**src/rtl/uart9_pkg.sv**
```systemverilog
package uart9_pkg;

   typedef enum logic {
      TX_IDLE = 1'b0,
      TX_SEND = 1'b1
   } tx_state_e;

   function automatic logic maj3(input logic a, input logic b, input logic c);
      return (a & b) | (a & c) | (b & c);
   endfunction

endpackage

```
**src/rtl/uart9_sync.sv**
```systemverilog
module uart9_sync #(
   parameter int STAGES = 2
) (
   input  logic clk,
   input  logic rst_n,
   input  logic d,
   output logic q
);
   if (STAGES < 1) begin : g_bad_stages
      $error("uart9_sync: STAGES must be at least 1");
   end

   logic [STAGES-1:0] chain;

   if (STAGES == 1) begin : g_one
      always_ff @(posedge clk or negedge rst_n) begin
         if (!rst_n) chain <= '1;
         else        chain <= d;
      end
   end else begin : g_many
      always_ff @(posedge clk or negedge rst_n) begin
         if (!rst_n) chain <= '1;
         else        chain <= {chain[STAGES-2:0], d};
      end
   end

   assign q = chain[STAGES-1];
endmodule

```
**src/rtl/uart9_tx.sv**
```systemverilog
module uart9_tx
   import uart9_pkg::*;
#(
   parameter int DATA_W = 8,
   parameter int OVS    = 16
) (
   input  logic              clk,
   input  logic              rst_n,
   input  logic              tick,
   input  logic              wr,
   input  logic [DATA_W-1:0] data,
   input  logic              bit9,
   input  logic              flag_clr,
   output logic              txd,
   output logic              flag
);
   localparam int FRAME_BITS = DATA_W + 3;
   localparam int STOP_IDX   = FRAME_BITS - 1;
   localparam int IDX_W      = $clog2(FRAME_BITS);
   localparam int CNT_W      = $clog2(OVS);

   if (OVS < 4) begin : g_bad_ovs
      $error("uart9_tx: OVS must be at least 4");
   end

   tx_state_e             st;
   logic [FRAME_BITS-1:0] sh;
   logic [IDX_W-1:0]      idx;
   logic [CNT_W-1:0]      cnt;
   logic                  txd_q;
   logic                  flag_q;

   always_ff @(posedge clk or negedge rst_n) begin
      if (!rst_n) begin
         st     <= TX_IDLE;
         sh     <= '1;
         idx    <= '0;
         cnt    <= '0;
         txd_q  <= 1'b1;
         flag_q <= 1'b0;
      end else begin
         if (flag_clr) flag_q <= 1'b0;
         case (st)
            TX_IDLE: begin
               if (wr) begin
                  sh    <= {1'b1, bit9, data, 1'b0};
                  txd_q <= 1'b0;
                  idx   <= '0;
                  cnt   <= '0;
                  st    <= TX_SEND;
               end
            end
            TX_SEND: begin
               if (tick) begin
                  if (cnt == CNT_W'(OVS - 1)) begin
                     cnt <= '0;
                     if (idx == IDX_W'(STOP_IDX)) begin
                        st    <= TX_IDLE;
                        txd_q <= 1'b1;
                     end else begin
                        idx   <= idx + 1'b1;
                        sh    <= {1'b1, sh[FRAME_BITS-1:1]};
                        txd_q <= sh[1];
                        if (idx == IDX_W'(STOP_IDX - 1)) flag_q <= 1'b1;
                     end
                  end else begin
                     cnt <= cnt + 1'b1;
                  end
               end
            end
            default: st <= TX_IDLE;
         endcase
      end
   end

   assign txd  = txd_q;
   assign flag = flag_q;

   p_txd_idle_high_r1: assert property (@(posedge clk) disable iff (!rst_n)
      (st == TX_IDLE) |-> txd_q);

   p_flag_at_stop_r3: assert property (@(posedge clk) disable iff (!rst_n)
      $rose(flag_q) |-> (idx == IDX_W'(STOP_IDX)));

   p_busy_write_ignored_r4: assert property (@(posedge clk) disable iff (!rst_n)
      (st == TX_SEND && wr && idx != '0) |=> (idx != '0));
endmodule

```
**src/rtl/uart9_rx.sv**
```systemverilog
module uart9_rx
   import uart9_pkg::*;
#(
   parameter int DATA_W = 8,
   parameter int OVS    = 16,
   parameter bit VOTE3  = 1'b1
) (
   input  logic              clk,
   input  logic              rst_n,
   input  logic              tick,
   input  logic              rxs,
   input  logic              rx_en,
   input  logic              mp_en,
   input  logic              flag_clr,
   output logic [DATA_W-1:0] data,
   output logic              bit9,
   output logic              flag
);
   localparam int FRAME_BITS = DATA_W + 3;
   localparam int STOP_IDX   = FRAME_BITS - 1;
   localparam int IDX_W      = $clog2(FRAME_BITS);
   localparam int CNT_W      = $clog2(OVS);
   localparam int MID        = OVS / 2;

   if (OVS < 4 || (OVS % 2) != 0) begin : g_bad_ovs
      $error("uart9_rx: OVS must be even and at least 4");
   end

   logic              busy;
   logic [CNT_W-1:0]  cnt;
   logic [CNT_W-1:0]  nxt;
   logic [IDX_W-1:0]  idx;
   logic [1:0]        vs;
   logic [DATA_W:0]   sh;
   logic [DATA_W-1:0] data_q;
   logic              b9_q;
   logic              flag_q;
   logic              bit_val;
   logic              accept;

   assign nxt = cnt + 1'b1;

   if (VOTE3) begin : g_vote3
      assign bit_val = maj3(vs[0], vs[1], rxs);
   end else begin : g_vote1
      assign bit_val = vs[1];
   end

   assign accept = !flag_q && (!mp_en || sh[DATA_W]);

   always_ff @(posedge clk or negedge rst_n) begin
      if (!rst_n) begin
         busy   <= 1'b0;
         cnt    <= '0;
         idx    <= '0;
         vs     <= '1;
         sh     <= '0;
         data_q <= '0;
         b9_q   <= 1'b0;
         flag_q <= 1'b0;
      end else begin
         if (flag_clr) flag_q <= 1'b0;
         if (!busy) begin
            if (tick && rx_en && !rxs) begin
               busy <= 1'b1;
               cnt  <= '0;
               idx  <= '0;
            end
         end else if (tick) begin
            if (cnt == CNT_W'(OVS - 1)) begin
               cnt <= '0;
               idx <= idx + 1'b1;
            end else begin
               cnt <= nxt;
            end
            if (nxt == CNT_W'(MID - 1)) vs[0] <= rxs;
            if (nxt == CNT_W'(MID))     vs[1] <= rxs;
            if (nxt == CNT_W'(MID + 1)) begin
               if (idx == '0) begin
                  if (bit_val) busy <= 1'b0;
               end else if (idx == IDX_W'(STOP_IDX)) begin
                  busy <= 1'b0;
                  if (accept) begin
                     data_q <= sh[DATA_W-1:0];
                     b9_q   <= sh[DATA_W];
                     flag_q <= 1'b1;
                  end
               end else begin
                  sh <= {bit_val, sh[DATA_W:1]};
               end
            end
         end
      end
   end

   assign data = data_q;
   assign bit9 = b9_q;
   assign flag = flag_q;

   p_disabled_stays_idle_r6: assert property (@(posedge clk) disable iff (!rst_n)
      (!busy && !rx_en) |=> !busy);

   p_full_holds_r7: assert property (@(posedge clk) disable iff (!rst_n)
      (flag_q && !flag_clr) |=> (flag_q && $stable(data_q) && $stable(b9_q)));

   p_mp_needs_address_r8: assert property (@(posedge clk) disable iff (!rst_n)
      ($rose(flag_q) && $past(mp_en)) |-> b9_q);

   p_flag_sticky_r11: assert property (@(posedge clk) disable iff (!rst_n)
      (flag_q && !flag_clr) |=> flag_q);
endmodule

```
**src/rtl/uart9_port.sv**
```systemverilog
module uart9_port #(
   parameter int DATA_W      = 8,
   parameter int OVS         = 16,
   parameter int SYNC_STAGES = 2,
   parameter bit VOTE3       = 1'b1
) (
   input  logic              clk,
   input  logic              rst_n,
   input  logic              baud_tick,
   input  logic              tx_wr,
   input  logic [DATA_W-1:0] tx_data,
   input  logic              tx_bit9,
   input  logic              rx_en,
   input  logic              mp_en,
   input  logic              irq_en,
   input  logic              tx_flag_clr,
   input  logic              rx_flag_clr,
   input  logic              rxd,
   output logic              txd,
   output logic [DATA_W-1:0] rx_data,
   output logic              rx_bit9,
   output logic              tx_flag,
   output logic              rx_flag,
   output logic              irq
);
   if (DATA_W < 1) begin : g_bad_width
      $error("uart9_port: DATA_W must be positive");
   end

   logic rx_sync;

   uart9_sync #(.STAGES(SYNC_STAGES)) u_sync (
      .clk   (clk),
      .rst_n (rst_n),
      .d     (rxd),
      .q     (rx_sync)
   );

   uart9_tx #(.DATA_W(DATA_W), .OVS(OVS)) u_tx (
      .clk      (clk),
      .rst_n    (rst_n),
      .tick     (baud_tick),
      .wr       (tx_wr),
      .data     (tx_data),
      .bit9     (tx_bit9),
      .flag_clr (tx_flag_clr),
      .txd      (txd),
      .flag     (tx_flag)
   );

   uart9_rx #(.DATA_W(DATA_W), .OVS(OVS), .VOTE3(VOTE3)) u_rx (
      .clk      (clk),
      .rst_n    (rst_n),
      .tick     (baud_tick),
      .rxs      (rx_sync),
      .rx_en    (rx_en),
      .mp_en    (mp_en),
      .flag_clr (rx_flag_clr),
      .data     (rx_data),
      .bit9     (rx_bit9),
      .flag     (rx_flag)
   );

   assign irq = irq_en & (tx_flag | rx_flag);

   p_irq_masked_r12: assert property (@(posedge clk) disable iff (!rst_n)
      !irq_en |-> !irq);
endmodule

```
**config.mk**
```make
export PLATFORM = sky130hd
export DESIGN_NAME = uart9_port
export DESIGN_NICKNAME = d
export VERILOG_FILES = /design/src/rtl/uart9_pkg.sv /design/src/rtl/uart9_sync.sv /design/src/rtl/uart9_tx.sv /design/src/rtl/uart9_rx.sv /design/src/rtl/uart9_port.sv
export SDC_FILE = /design/constraint.sdc
export NUM_CORES = 1
export LEC_CHECK = 0
export ABC_CLOCK_PERIOD_IN_PS = 5400
export BUFFER_PORTS_ARGS = -buffer_cell sky130_fd_sc_hd__buf_2
export CAP_MARGIN = 20
export CORE_MARGIN = 2
export CORE_UTILIZATION = 55
export CTS_CLUSTER_SIZE = 24
export DETAILED_ROUTE_END_ITERATION = 16
export PLACE_DENSITY = 0.75
export SYNTH_ARGS = -nofsm -noshare
export SYNTH_HDL_FRONTEND = slang
export SYNTH_SLANG_ARGS = --single-unit
```
**constraint.sdc**
```tcl
create_clock -name clk -period 5.4 [get_ports clk]
set_input_delay 1.08 -clock clk [delete_from_list [all_inputs] [get_ports clk]]
set_output_delay 1.08 -clock clk [all_outputs]
set_load 0.01 [all_outputs]
```
# Word level (Yosys, flattened, before mapping)
# Index checks and enable logic that the tools add are counted.
dict set report word_totals {
  regBits 54
  output_inout_bits 13
  wordCells 112
}
dict set report classes {
  n_addsub 4
  n_eq_ne 14
  n_mux 50
  n_bitwise 10
  reduce_logical 18
}
# operator count
set ops {}
lappend ops {{2-to-1 mux 4 bit} 13}
lappend ops {{2-to-1 mux 11 bit} 4}
lappend ops {{== test 4 bit, second input constant} 7}
lappend ops {{2-to-1 mux 1 bit} 28}
lappend ops {{case mux 11 bit (2 select lines)} 1}
lappend ops {{adder 4 x 1 -> 4 bit, second input constant} 4}
lappend ops {{case mux 4 bit (2 select lines)} 2}
lappend ops {{!= test 2 bit, second input constant} 6}
lappend ops {{AND reduction 3 bit} 4}
lappend ops {{AND reduction 6 bit} 1}
lappend ops {{AND reduction 5 bit} 1}
lappend ops {{AND 1 bit} 4}
lappend ops {{== test 4 x 3 -> 1 bit, second input constant} 1}
lappend ops {{zero test 4 bit} 1}
lappend ops {{case mux 1 bit (2 select lines)} 2}
lappend ops {{AND reduction 2 bit} 2}
lappend ops {{AND reduction 4 bit} 1}
lappend ops {{logical AND 1 bit} 3}
lappend ops {{zero test 1 bit} 3}
lappend ops {{inverter 1 bit} 3}
lappend ops {{bitwise OR 1 bit} 3}
lappend ops {{nonzero test 2 bit} 1}
lappend ops {{logical OR 1 bit} 1}

# Longest topological paths before layout
# Gate-level depths: netlist of the first run.
dict set report logic_depth {
  word_depth 9
  mapped_depth 10
  mapped_depth_nobuf 7
}

# Cells and area by module
# From an unflattened synthesis of the first run, not the netlist that was laid out.
dict set report hier_totals {
  cells_unflattened 214
  hier_area_um2 2613.8
}
# mod instances cells_per_inst area_per_inst_um2
set modules_own_cells {}
lappend modules_own_cells {uart9_rx 1 120 1466.4}
lappend modules_own_cells {uart9_tx 1 91 1087.3}
lappend modules_own_cells {uart9_sync 1 2 52.6}
lappend modules_own_cells {uart9_port 1 1 7.5}

# Worst setup path before layout of the first run
# OpenSTA, ideal clock, no wires.
dict set report synth_path {
  path_kind {input -> output}
  start {input irq_en}
  end {output irq}
  arrival_ps 1221
  t_required_ps 4320
  path_slack_ps 3099
  cell_stages 1
  cell_sequence {o21a_1}
}
dict set report synth_via {
  elab_chain_len 1
}
# item line_no
set synth_rtl {}
lappend synth_rtl {{start, declared} uart9_port.sv:15} ;# input logic irq_en,
lappend synth_rtl {{AND 1 bit} uart9_port.sv:64} ;# assign irq = irq_en & (tx_flag | rx_flag);
lappend synth_rtl {{end, declared} uart9_port.sv:24} ;# output logic irq
# Every way passes these cells.

# Worst setup path in the final report of the first run
# Ends and elaborated chain as after synthesis.

==> key figures, run 1 <==
Timing
  • Minimum clock period: 2.47 ns
  • Fmax: 405 MHz
  • Worst hold slack: 0.368 ns
  • Worst slew margin: 54.9%
  • Final setup fails: 0
  • Final worst-path setup slack: 2.93 ns
  • Slew @ Worst Pin: 0.676 ns
  • Max-slew violations: 0
  • Tcrit/Tclk final: 45.7%
  • Final setup TNS: 0 ns
  • RSZ-0062 raised after global routing: no
  • Final Skew: 0.0110 ns
  • Hold Vio Cnt, Final: 0

Synthesis
  • Cells after Synth: 233
  • Seq cells post-synth: 52
  • Syn Area/Cell: 11.1 µm²
  • Unique masters post-synth: 43
  • Fraction of registers with async set/reset: 100%
  • Post-synth top area share: 36.8%
  • Mapped Area: 2580 µm²
  • Synth area leader: dfrtp_1
  • Synth warnings: 0
  • Top cells by area, synth: dfrtp_1 (37%), dfstp_2 (14%), mux2_2 (8.7%), ha_1 (5.3%), mux2i_1 (4.3%)
  • Register area share after synthesis: 51.0%
  • Post-synth EDFFs: 0
  • Synth Flop Type: dfrtp_1
  • Synthesized net count: 263

Critical path
  • R2R Setup Slk: 3.29 ns
  • Top delay family on crit path: buffers and inverters
  • Worst r2r src: u_rx.cnt[0]
  • CP arrival: 1.39 ns
  • Setup crit start: irq_en
  • Bufs and invs on worst path: 2
  • Crit. End Element: output port
  • CP startpoint kind: input port
  • R2r worst-path depth: 6
  • CP Data Required Time: 4.32 ns
  • Worst path max stage delay: 0.13 ns
  • Critical-path cell list: buf_2 -> o21a_1 -> buf_2
  • Setup CP Type: input port to output port
  • Most Frequent Cell on Critical Path: buf_2
  • Critical-path top delay cell: buf_2
  • Reg2reg end: u_rx.data[5]
  • Critical-path maximum fanout: 1

Floorplan
  • Die width: 72.5 µm
  • IO Count: 32
  • Die area: 5260 µm²
  • Cell Rows: 24
  • Core ar.: 4440 µm²
  • Initial core utilization: 58.1%
  • Die Ht: 72.5 µm

Clock network
  • Clock latency on the worst-skew pair: 0.31 ns
  • H-tree depth: 2
  • Clk slew on worst S/H paths: 0.09 ns
  • CTS Buf Count: 5
  • Resize count post-CTS: 0
  • CTS sink cnt: 52
  • Post-CTS Setup Inserts: 0
  • CTS tree: yes
  • Root Buffer: clkbuf_8
  • Clk buf depth: 2
  • Hold-fix buffers, CTS: 0

Cells and area
  • Fin nets: 292
  • Layout Cell Area excl Fill: 2850 µm²
  • Area Overhead vs Synth: 10.5%
  • Antenna cells: 0
  • Layout cell share with drive strength beyond 1: 30.4%
  • FILL cells: 356

Global route
  • Global-route wire length before repair: 7840 µm
  • Pin count of the biggest net entering global routing: 53
  • Grt total ovfl: 0
  • Initial antenna violation count: 0
  • GRT Overall Usage: 19.4%
  • Number of global-route vias before repair: 1,646

Drt
  • Post-route DRC: 0
  • Number of vias per cell: 5.49
  • WL/cell: 14.8 µm
  • DRT Wirelength: 4660 µm
  • DR pass1 iterations: 4
  • Final antenna-violating net count: 0
  • Total number of vias: 1,728
  • Initial drt markers: 109

Place
  • Input/output buffers: 31
  • Final HPWL DP: 3280 µm
  • Post-DP Area: 2760 µm²
  • RD Place Congestion: 0.790
  • Dpl ws: 2.61 ns

Outcome
  • Outcome: completed

Power
  • Pwr dens: 360 nW/µm²
  • Peak VDD IR: 0.000254 V
  • P_leak: 1.42 nW

Run
  • Max_cap viols: 0

Min path
  • Hold Path Class: flip-flop to flip-flop
  • Hold EP: u_sync.chain[1]
  • Hold Path Stages: 0
  • Worst Hold Launch: u_sync.chain[0]
## routing by layer
| metal | routed length [µm] | track usage (%) | part of all wire [%] |
|---|---|---|---|
| met1 | 2230 | 26.2 | 48 |
| met2 | 2230 | 31.2 | 48 |
| met3 | 119 | 3.75 | 2.6 |
| met4 | 81 | 6.79 | 1.7 |
| met5 | 0 | 0 | 0 |
## registers in the layout (all words and copies together) (netlist names)
register,flops
u_rx.sh,9
u_tx.sh,9
u_rx.data,8
u_rx.cnt,4
u_rx.idx,4
u_tx.cnt,4
u_tx.idx,4
u_rx.vs,2
u_sync.chain,2
u_rx.bit9,1
u_rx.busy,1
u_rx.flag,1
u_tx.flag,1
u_tx.st,1
u_tx.txd,1
## cells in the final DEF (no fill, tap or decap), drive strengths merged, types with 2 or more instances in the layout
cell type,instances
xor2,3
ha,11
inv,12
mux2i,11
o31ai,3
xnor2,2
and3,2
dfstp,14
o21ai,21
a21boi,2
a21oi,7
nand3,11
nor2,14
mux2,21
o211ai,2
dfrtp,38
nand2,22
nand2b,4
nor3b,2
clkbuf,5
buf,33
nand3b,2
o22ai,2
and2,4
a22o,3
## power breakdown
group | total (W) | switching, W | internal [W]
logic | 0.000228 | 0.000121 | 0.000107
registers | 0.000569 | 0.0000775 | 0.000492
clock network | 0.000232 | 0.000137 | 0.0000948
## synthesized netlist by cell type, types with 3 or more instances
| cell | n |
|---|---|
| clkbuf_1 | 6 |
| xor2_1 | 3 |
| nand2b_1 | 4 |
| nand2_1 | 22 |
| o21ai_0 | 12 |
| inv_1 | 10 |
| a21oi_1 | 7 |
| a22o_1 | 3 |
| o21ai_1 | 8 |
| dfrtp_1 | 38 |
| o31ai_1 | 3 |
| dfstp_2 | 14 |
| ha_1 | 11 |
| nand3_1 | 11 |
| nor2_1 | 12 |
| and2_1 | 3 |
| mux2_2 | 20 |
| mux2i_1 | 11 |
## logic make-up (layout without fill, tap and decap cells)
group           Yosys count  in the layout  synth area share (%)
compound gates           43             43                  10.1
xor+xnor                  5              5                  1.70
fa+ha+maj                12             12                  5.71
buf+inv                  21             51                  3.73
flops                    52             52                  51.0
mux                      32             32                  13.4
simple gates             68             68                  14.3
## worst max-delay path by stage
stage	slack, ns	to	depth (start not counted)
5_1_grt	2.82	u_rx.data[5]	6
3_3_place_gp	2.65	u_rx.data[4]	6
3_5_place_dp	2.61	u_rx.data[1]	6
4_1_cts	2.93	irq	3
2_1_floorplan	3.10	irq	1
6_report	2.93	irq	3
## through the flow
step	util (%)	cells	power, W
after floorplan	-	233	0.000736
after global placement	62.1	307	0.000794
after detailed placement	62.1	307	0.000804
after CTS	64.2	315	0.00104
after global routing	64.2	315	0.00110
final	64.2	315	0.00103
## layout make-up
cell class	instances	area, µm²	share of cell area [%]
multi-input combinational	160	1170	40.9
sequential	52	1320	46.2
clock inverter	3	25.0	0.877
timing repair buffer	33	170	5.96
clock buffer	5	68.8	2.41
tap	52	65.1	2.28
inverter	10	37.5	1.32
Power figures use the tool's default switching activity.
==> run 2: changes to the inputs <==
ABC_AREA = 1   (was not set)
ABC_CLOCK_PERIOD_IN_PS = 2400   (was 5400)
clock period = 2.4 ns   (was 5.4 ns; I/O delays follow)
==> key figures, run 2 <==
Place
  • Dpl ws: 0.604 ns (was 2.61 ns)
  • Input/output buffers: 31 (unchanged)
  • RD Place Congestion: 0.815 (was 0.790)
  • Final HPWL DP: 3520 µm (was 3280 µm)

Global route
  • Grt total ovfl: 0 (unchanged)
  • Global-route wire length before repair: 8650 µm (was 7840 µm)
  • GRT Overall Usage: 20.3% (was 19.4%)
  • Number of global-route vias before repair: 1,940 (was 1,646)
  • Pin count of the biggest net entering global routing: 35 (was 53)
  • Initial antenna violation count: 0 (unchanged)

Clock network
  • Clk slew on worst S/H paths: 0.10 ns (was 0.09 ns)
  • Clock latency on the worst-skew pair: 0.31 ns (about the same)
  • Root Buffer: clkbuf_8 (unchanged)
  • Hold-fix buffers, CTS: 0 (unchanged)
  • Resize count post-CTS: 0 (unchanged)
  • H-tree depth: 2 (unchanged)
  • CTS Buf Count: 5 (unchanged)
  • Clk buf depth: 2 (unchanged)
  • CTS tree: yes (unchanged)
  • Post-CTS Setup Inserts: 0 (unchanged)
  • CTS sink cnt: 52 (unchanged)

Critical path
  • Critical-path maximum fanout: 15 (was 1)
  • Critical-path top delay cell: dfrtp_1 (was buf_2)
  • Most Frequent Cell on Critical Path: nand2_2 (was buf_2)
  • Crit. End Element: flip-flop (was output port)
  • Worst r2r src: u_tx.st (was u_rx.cnt[0])
  • CP arrival: 2.08 ns (was 1.39 ns)
  • R2r worst-path depth: 6 (unchanged)
  • Setup CP Type: flip-flop to flip-flop (was input port to output port)
  • CP Data Required Time: 2.64 ns (was 4.32 ns)
  • R2R Setup Slk: 0.56 ns (was 3.29 ns)
  • CP startpoint kind: flip-flop (was input port)
  • Reg2reg end: u_tx.sh[9] (was u_rx.data[5])
  • Critical-path cell list: nand2_2 -> nor2_2 -> nand2_1 -> nand2_2 -> o21ai_0 -> o21ai_1 (was buf_2 -> o21a_1 -> buf_2)
  • Worst path max stage delay: 0.60 ns (was 0.13 ns)

Synthesis
  • Synth area leader: dfrtp_1 (unchanged)
  • Post-synth EDFFs: 0 (unchanged)
  • Register area share after synthesis: 50.1% (was 51.0%)
  • Unique masters post-synth: 29 (was 43)
  • Most common cell in the synthesized netlist: nand2_1 (was dfrtp_1)
  • Mapped Area: 2630 µm² (was 2580 µm²)
  • Synth Flop Type: dfrtp_1 (unchanged)
  • Syn Area/Cell: 8.74 µm² (was 11.1 µm²)
  • Cells after Synth: 301 (was 233)
  • Synth warnings: 0 (unchanged)
  • Seq cells post-synth: 52 (unchanged)
  • Fraction of registers with async set/reset: 100% (unchanged)
  • Synthesized net count: 331 (was 263)
  • Post-synth top area share: 36.1% (was 36.8%)
  • Top cells by area, synth: dfrtp_1 (36%), dfstp_2 (14%), nand2_1 (12%), nand3_1 (8.0%), ha_1 (5.2%) (was dfrtp_1 (37%), dfstp_2 (14%), mux2_2 (8.7%), ha_1 (5.3%), mux2i_1 (4.3%))
  • Most instantiated cells after synthesis: nand2_1 (86), nand3_1 (42), dfrtp_1 (38) (was dfrtp_1 (38), nand2_1 (22), mux2_2 (20))

Power
  • P_leak: 1.58 nW (was 1.42 nW)
  • Net Sw Frac: 37.9% (was 32.6%)
  • Combinational share of power: 32.9% (was 22.1%)
  • Pwr dens: 994 nW/µm² (was 360 nW/µm²)
  • Internal Power: 0.00182 W (was 0.000693 W)
  • P_sw: 0.00111 W (was 0.000336 W)
  • Clk pwr share: 20.1% (was 22.6%)
  • Peak VDD IR: 0.000735 V (was 0.000254 V)
  • Flop pwr share: 47.1% (was 55.3%)

Timing
  • Tcrit/Tclk final: 76.7%
  • Hold Vio Cnt, Final: 0 (unchanged)
  • Final Skew: 0.0109 ns (was 0.0110 ns)
  • Minimum clock period: 1.84 ns
  • Max-slew violations: 0 (unchanged)
  • RSZ-0062 raised after global routing: no (unchanged)
  • Worst slew margin: 70.3% (was 54.9%)
  • Final setup TNS: 0 ns (unchanged)
  • Slew @ Worst Pin: 0.446 ns (was 0.676 ns)
  • Fmax: 543 MHz
  • Final worst-path setup slack: 0.560 ns (was 2.93 ns)
  • Final setup fails: 0 (unchanged)

Floorplan
  • IO Count: 32 (unchanged)
  • Cell Rows: 25 (was 24)
  • Initial core utilization: 56.5% (was 58.1%)
  • Die width: 73.2 µm (was 72.5 µm)
  • Die area: 5350 µm² (was 5260 µm²)
  • Die Ht: 73.2 µm (was 72.5 µm)
  • Core ar.: 4660 µm² (was 4440 µm²)

Cells and area
  • Most frequent cells in the layout: nand2_1 (86), nand3_1 (42), dfrtp_1 (38) (was dfrtp_1 (38), buf_2 (31), nand2_1 (22))
  • Layout cell share with drive strength beyond 1: 22.6% (was 30.4%)
  • Antenna cells: 0 (unchanged)
  • Area Overhead vs Synth: 12.3% (was 10.5%)
  • Leading cell type in the layout, fill and taps excluded: nand2_1 (was dfrtp_1)
  • Fin nets: 365 (was 292)
  • FILL cells: 412 (was 356)

Drt
  • Final antenna-violating net count: 0 (unchanged)
  • DR pass1 iterations: 4 (unchanged)
  • Total number of vias: 2,072 (was 1,728)
  • Initial drt markers: 180 (was 109)
  • Post-route DRC: 0 (unchanged)
  • Number of vias per cell: 5.31 (was 5.49)
  • DRT Wirelength: 4840 µm (was 4660 µm)
  • WL/cell: 12.4 µm (was 14.8 µm)

Min path
  • Hold Path Class: input port to async pin (was flip-flop to flip-flop)

Run
  • Max_cap viols: 0 (unchanged)

Outcome
  • Outcome: completed (unchanged)
-- run 2: cell count changes in the layout (fill, tap and decap cells not counted), sizes merged, moves of 4 or more --
cell    change
mux2       -21
nand4       +4
or2         +6
mux2i      -11
nand3      +35
and2        -4
o211ai      +4
o21ai       -5
inv        +19
nand2      +68
nand2b      -4
-- run 2: critical path: cells and delay by family, from the launching register on --
family	cells	cell delay, ns
AOI/OAI and AO/OA	2	0.24
and+or+nand+nor	4	0.92
DFF	1	0.60
-- run 2: logic make-up (layout without fill, tap and decap cells) --
family	after synthesis	count (layout)	share of synthesized area, %
AO/OA/AOI/OAI	35	35	7.89
XOR/XNOR	3	3	0.999
AND/OR/NAND/NOR	164	164	30.0
adder cells (fa/ha/maj)	11	11	5.23
flip-flops	52	52	50.1
buffers and inverters	36	71	5.80
-- run 2: final cells by class --
type,count,area [µm²],share of cell area [%]
Sequential cell,52,1320,44.6
Multi-Input combinational cell,213,1160,39.3
Timing Repair Buffer,32,175,5.93
Inverter,31,116,3.94
Clock buffer,7,108,3.64
Tap cell,54,67.6,2.29
Clock inverter,1,8.76,0.296
-- run 2: stage by stage --
step | cell area, µm² | hold WS [ns] | instances | total power (W) | utilization [%]
floorplan | 2630 | 0.184 | 301 | 0.00212 | -
global placement | 2840 | 0.346 | 382 | 0.00233 | 60.9
detailed placement | 2840 | 0.349 | 382 | 0.00236 | 60.9
CTS | 2950 | 0.121 | 390 | 0.00296 | 63.4
global route | 2950 | 0.127 | 390 | 0.00318 | 63.4
finish | 2950 | 0.107 | 390 | 0.00294 | 63.4
-- run 2: worst max-delay path by stage --
stage | startpoint | endpoint | slack (ns) | depth (start not counted)
after floorplan | u_rx.cnt[0] | u_rx.sh[3] | 0.95 | 9
after global placement | baud_tick | u_tx.sh[9] | 0.68 | 7
after detailed placement | baud_tick | u_tx.sh[9] | 0.60 | 7
after CTS | u_tx.st | u_tx.sh[9] | 0.57 | 6
after global routing | u_tx.st | u_tx.sh[9] | 0.35 | 6
final | u_tx.st | u_tx.sh[9] | 0.56 | 6
-- run 2: routing by layer --
layer,wire [µm],global-route usage [%],part of all wire [%],up-vias
met5,0,0,0,-
met4,53,5.76,1.1,0
met3,177,4.14,3.7,5
met2,2290,31.7,47,42
met1,2320,28.7,48,966
li1,-,-,-,1059
-- run 2: power groups by stage --
| stage | logic (W) | clock network (W) | registers [W] |
|---|---|---|---|
| after detailed placement | 0.000966 | 0 | 0.00139 |
| final | 0.000965 | 0.000589 | 0.00138 |
| after global routing | 0.00112 | 0.000639 | 0.00142 |
| after CTS | 0.000973 | 0.000608 | 0.00138 |
| after floorplan | 0.000783 | 0 | 0.00134 |
| after global placement | 0.000946 | 0 | 0.00139 |
==> run 3: changes to the inputs <==
ABC_CLOCK_PERIOD_IN_PS = 1870   (was 2400)
clock period = 1.87 ns   (was 2.4 ns; I/O delays follow)
==> key figures, run 3 (synthesis gave the netlist of run 2 again) <==
Global route
  • GRT Overall Usage: 19.6% (was 20.3%)
  • Initial antenna violation count: 0 (unchanged)
  • Global-route wire length before repair: 8170 µm (was 8650 µm)
  • Pin count of the biggest net entering global routing: 34 (was 35)
  • Number of global-route vias before repair: 1,924 (was 1,940)
  • Grt total ovfl: 0 (unchanged)

Power
  • Pwr dens: 1260 nW/µm² (was 994 nW/µm²)
  • Net Sw Frac: 37.3% (was 37.9%)
  • Peak VDD IR: 0.000800 V (was 0.000735 V)
  • Internal Power: 0.00236 W (was 0.00182 W)
  • P_leak: 1.59 nW (was 1.58 nW)
  • Combinational share of power: 33.0% (was 32.9%)
  • Clk pwr share: 20.0% (was 20.1%)
  • Flop pwr share: 46.9% (was 47.1%)
  • P_sw: 0.00140 W (was 0.00111 W)

Drt
  • Initial drt markers: 114 (was 180)
  • Number of vias per cell: 5.32 (was 5.31)
  • DR pass1 iterations: 5 (was 4)
  • Post-route DRC: 0 (unchanged)
  • DRT Wirelength: 4700 µm (was 4840 µm)
  • WL/cell: 11.9 µm (was 12.4 µm)
  • Final antenna-violating net count: 0 (unchanged)
  • Total number of vias: 2,097 (was 2,072)

Timing
  • Slew @ Worst Pin: 0.464 ns (was 0.446 ns)
  • Hold Vio Cnt, Final: 0 (unchanged)
  • Final Skew: 0.00482 ns (was 0.0109 ns)
  • RSZ-0062 raised after global routing: no (unchanged)
  • Final setup TNS: 0 ns (unchanged)
  • Tcrit/Tclk final: 88.6% (was 76.7%)
  • Minimum clock period: 1.66 ns (was 1.84 ns)
  • Max-slew violations: 0 (unchanged)
  • Final setup fails: 0 (unchanged)
  • Fmax: 604 MHz (was 543 MHz)
  • Final worst-path setup slack: 0.214 ns (was 0.560 ns)
  • Worst slew margin: 69.1% (was 70.3%)

Cells and area
  • Layout cell share with drive strength beyond 1: 23.2% (was 22.6%)
  • Fin cells: 394 (was 390)
  • Most frequent cells in the layout: nand2_1 (86), nand3_1 (42), dfrtp_1 (38) (unchanged)
  • FILL cells: 412 (unchanged)
  • Antenna cells: 0 (unchanged)
  • Final core occ: 63.8% (was 63.4%)
  • Area Overhead vs Synth: 13.1% (was 12.3%)
  • Layout Cell Area excl Fill: 2980 µm² (was 2950 µm²)
  • Fin nets: 369 (was 365)
  • Leading cell type in the layout, fill and taps excluded: nand2_1 (unchanged)

Floorplan
  • Core ar.: 4660 µm² (unchanged)
  • Cell Rows: 25 (unchanged)
  • IO Count: 32 (unchanged)
  • Die area: 5350 µm² (unchanged)
  • Initial core utilization: 56.5% (unchanged)
  • Die Ht: 73.2 µm (unchanged)
  • Die width: 73.2 µm (unchanged)

Clock network
  • Hold-fix buffers, CTS: 0 (unchanged)
  • Post-CTS Setup Inserts: 0 (unchanged)
  • Clk slew on worst S/H paths: 0.09 ns (was 0.10 ns)
  • Resize count post-CTS: 0 (unchanged)
  • Clk buf depth: 2 (unchanged)
  • Clock latency on the worst-skew pair: 0.30 ns (was 0.31 ns)
  • CTS sink cnt: 52 (unchanged)
  • CTS Buf Count: 5 (unchanged)
  • CTS tree: yes (unchanged)
  • Root Buffer: clkbuf_8 (unchanged)
  • H-tree depth: 2 (unchanged)

Place
  • Dpl ws: 0.230 ns (was 0.604 ns)
  • Input/output buffers: 31 (unchanged)
  • Final HPWL DP: 3520 µm (about the same)
  • Placed Cells: 386 (was 382)
  • RD Place Congestion: 0.870 (was 0.815)
  • Post-DP Area: 2870 µm² (was 2840 µm²)

Critical path
  • CP arrival: 1.90 ns (was 2.08 ns)
  • Crit. End Element: flip-flop (unchanged)
  • CP Data Required Time: 2.11 ns (was 2.64 ns)
  • Critical-path maximum fanout: 18 (was 15)
  • CP startpoint kind: flip-flop (unchanged)
  • Setup CP Type: flip-flop to flip-flop (unchanged)

Outcome
  • Outcome: completed (unchanged)

Run
  • Max_cap viols: 0 (unchanged)

Min path
  • Hold Path Class: input port to async pin (unchanged)
[run 3: cell count changes in the layout (fill, tap and decap cells not counted)]
cell / change
clkinv_2: +1
clkinv_4: -1
clkbuf_8: -1
clkbuf_1: +1
buf_4: +4
clkbuf_16: -1
bufinv_16: +1
[run 3: worst paths after layout]
| path | start | to | slack [ns] | depth (start not counted) |
|---|---|---|---|---|
| setup / recovery | u_rx.cnt[0] | u_rx.bit9 | 0.21 | 8 |
| hold / removal | rst_n | u_rx.cnt[3] | 0.01 | 1 |
| setup reg to reg | u_rx.cnt[0] | u_rx.bit9 | 0.21 | 8 |
| hold reg to reg | u_sync.chain[0] | u_sync.chain[1] | 0.36 | 0 |
| max in group asynchronous | rst_n | u_tx.sh[6] | 1.27 | 2 |
| min in group clk | rxd | u_sync.chain[0] | 0.16 | 1 |
[run 3: metal layers]
layer,global-route usage (%),part of all wire [%]
met3,4.70,3.8
met5,0,0
met1,25.6,46
met2,31.8,48
met4,6.58,1.8
[run 3: metrics by stage]
stage | hold WS, ns | total power (W)
finish | 0.0113 | 0.00376
global placement | 0.346 | 0.00297
global route | 0.0426 | 0.00407
CTS | 0.0174 | 0.00380
floorplan | 0.0784 | 0.00273
detailed placement | 0.347 | 0.00303
[run 3: power groups by stage]
stage | clock [W] | sequential (W) | combinational, W
after floorplan | 0 | 0.00172 | 0.00101
after global placement | 0 | 0.00177 | 0.00120
after detailed placement | 0 | 0.00178 | 0.00125
after CTS | 0.000776 | 0.00176 | 0.00126
after global routing | 0.000814 | 0.00181 | 0.00144
final | 0.000752 | 0.00176 | 0.00124
[run 3: layout make-up]
type | instances | area, µm² | area share (%)
clock buffers | 6 | 72.6 | 2.44
clock inverters | 2 | 35.0 | 1.18
inverters | 31 | 116 | 3.91
multi-input cells | 213 | 1160 | 39.0
flip-flops and latches | 52 | 1320 | 44.3
well taps | 54 | 67.6 | 2.27
repair buffers | 36 | 205 | 6.90
[run 3: critical path, cell delays in order (launching register included)]
cell     delay (ns)
dfrtp_1        0.47
ha_1           0.26
inv_1          0.06
nand2_1        0.05
nand2_2        0.10
nand3_2        0.11
nor2_4         0.31
nand3_1        0.13
nand2_1        0.10
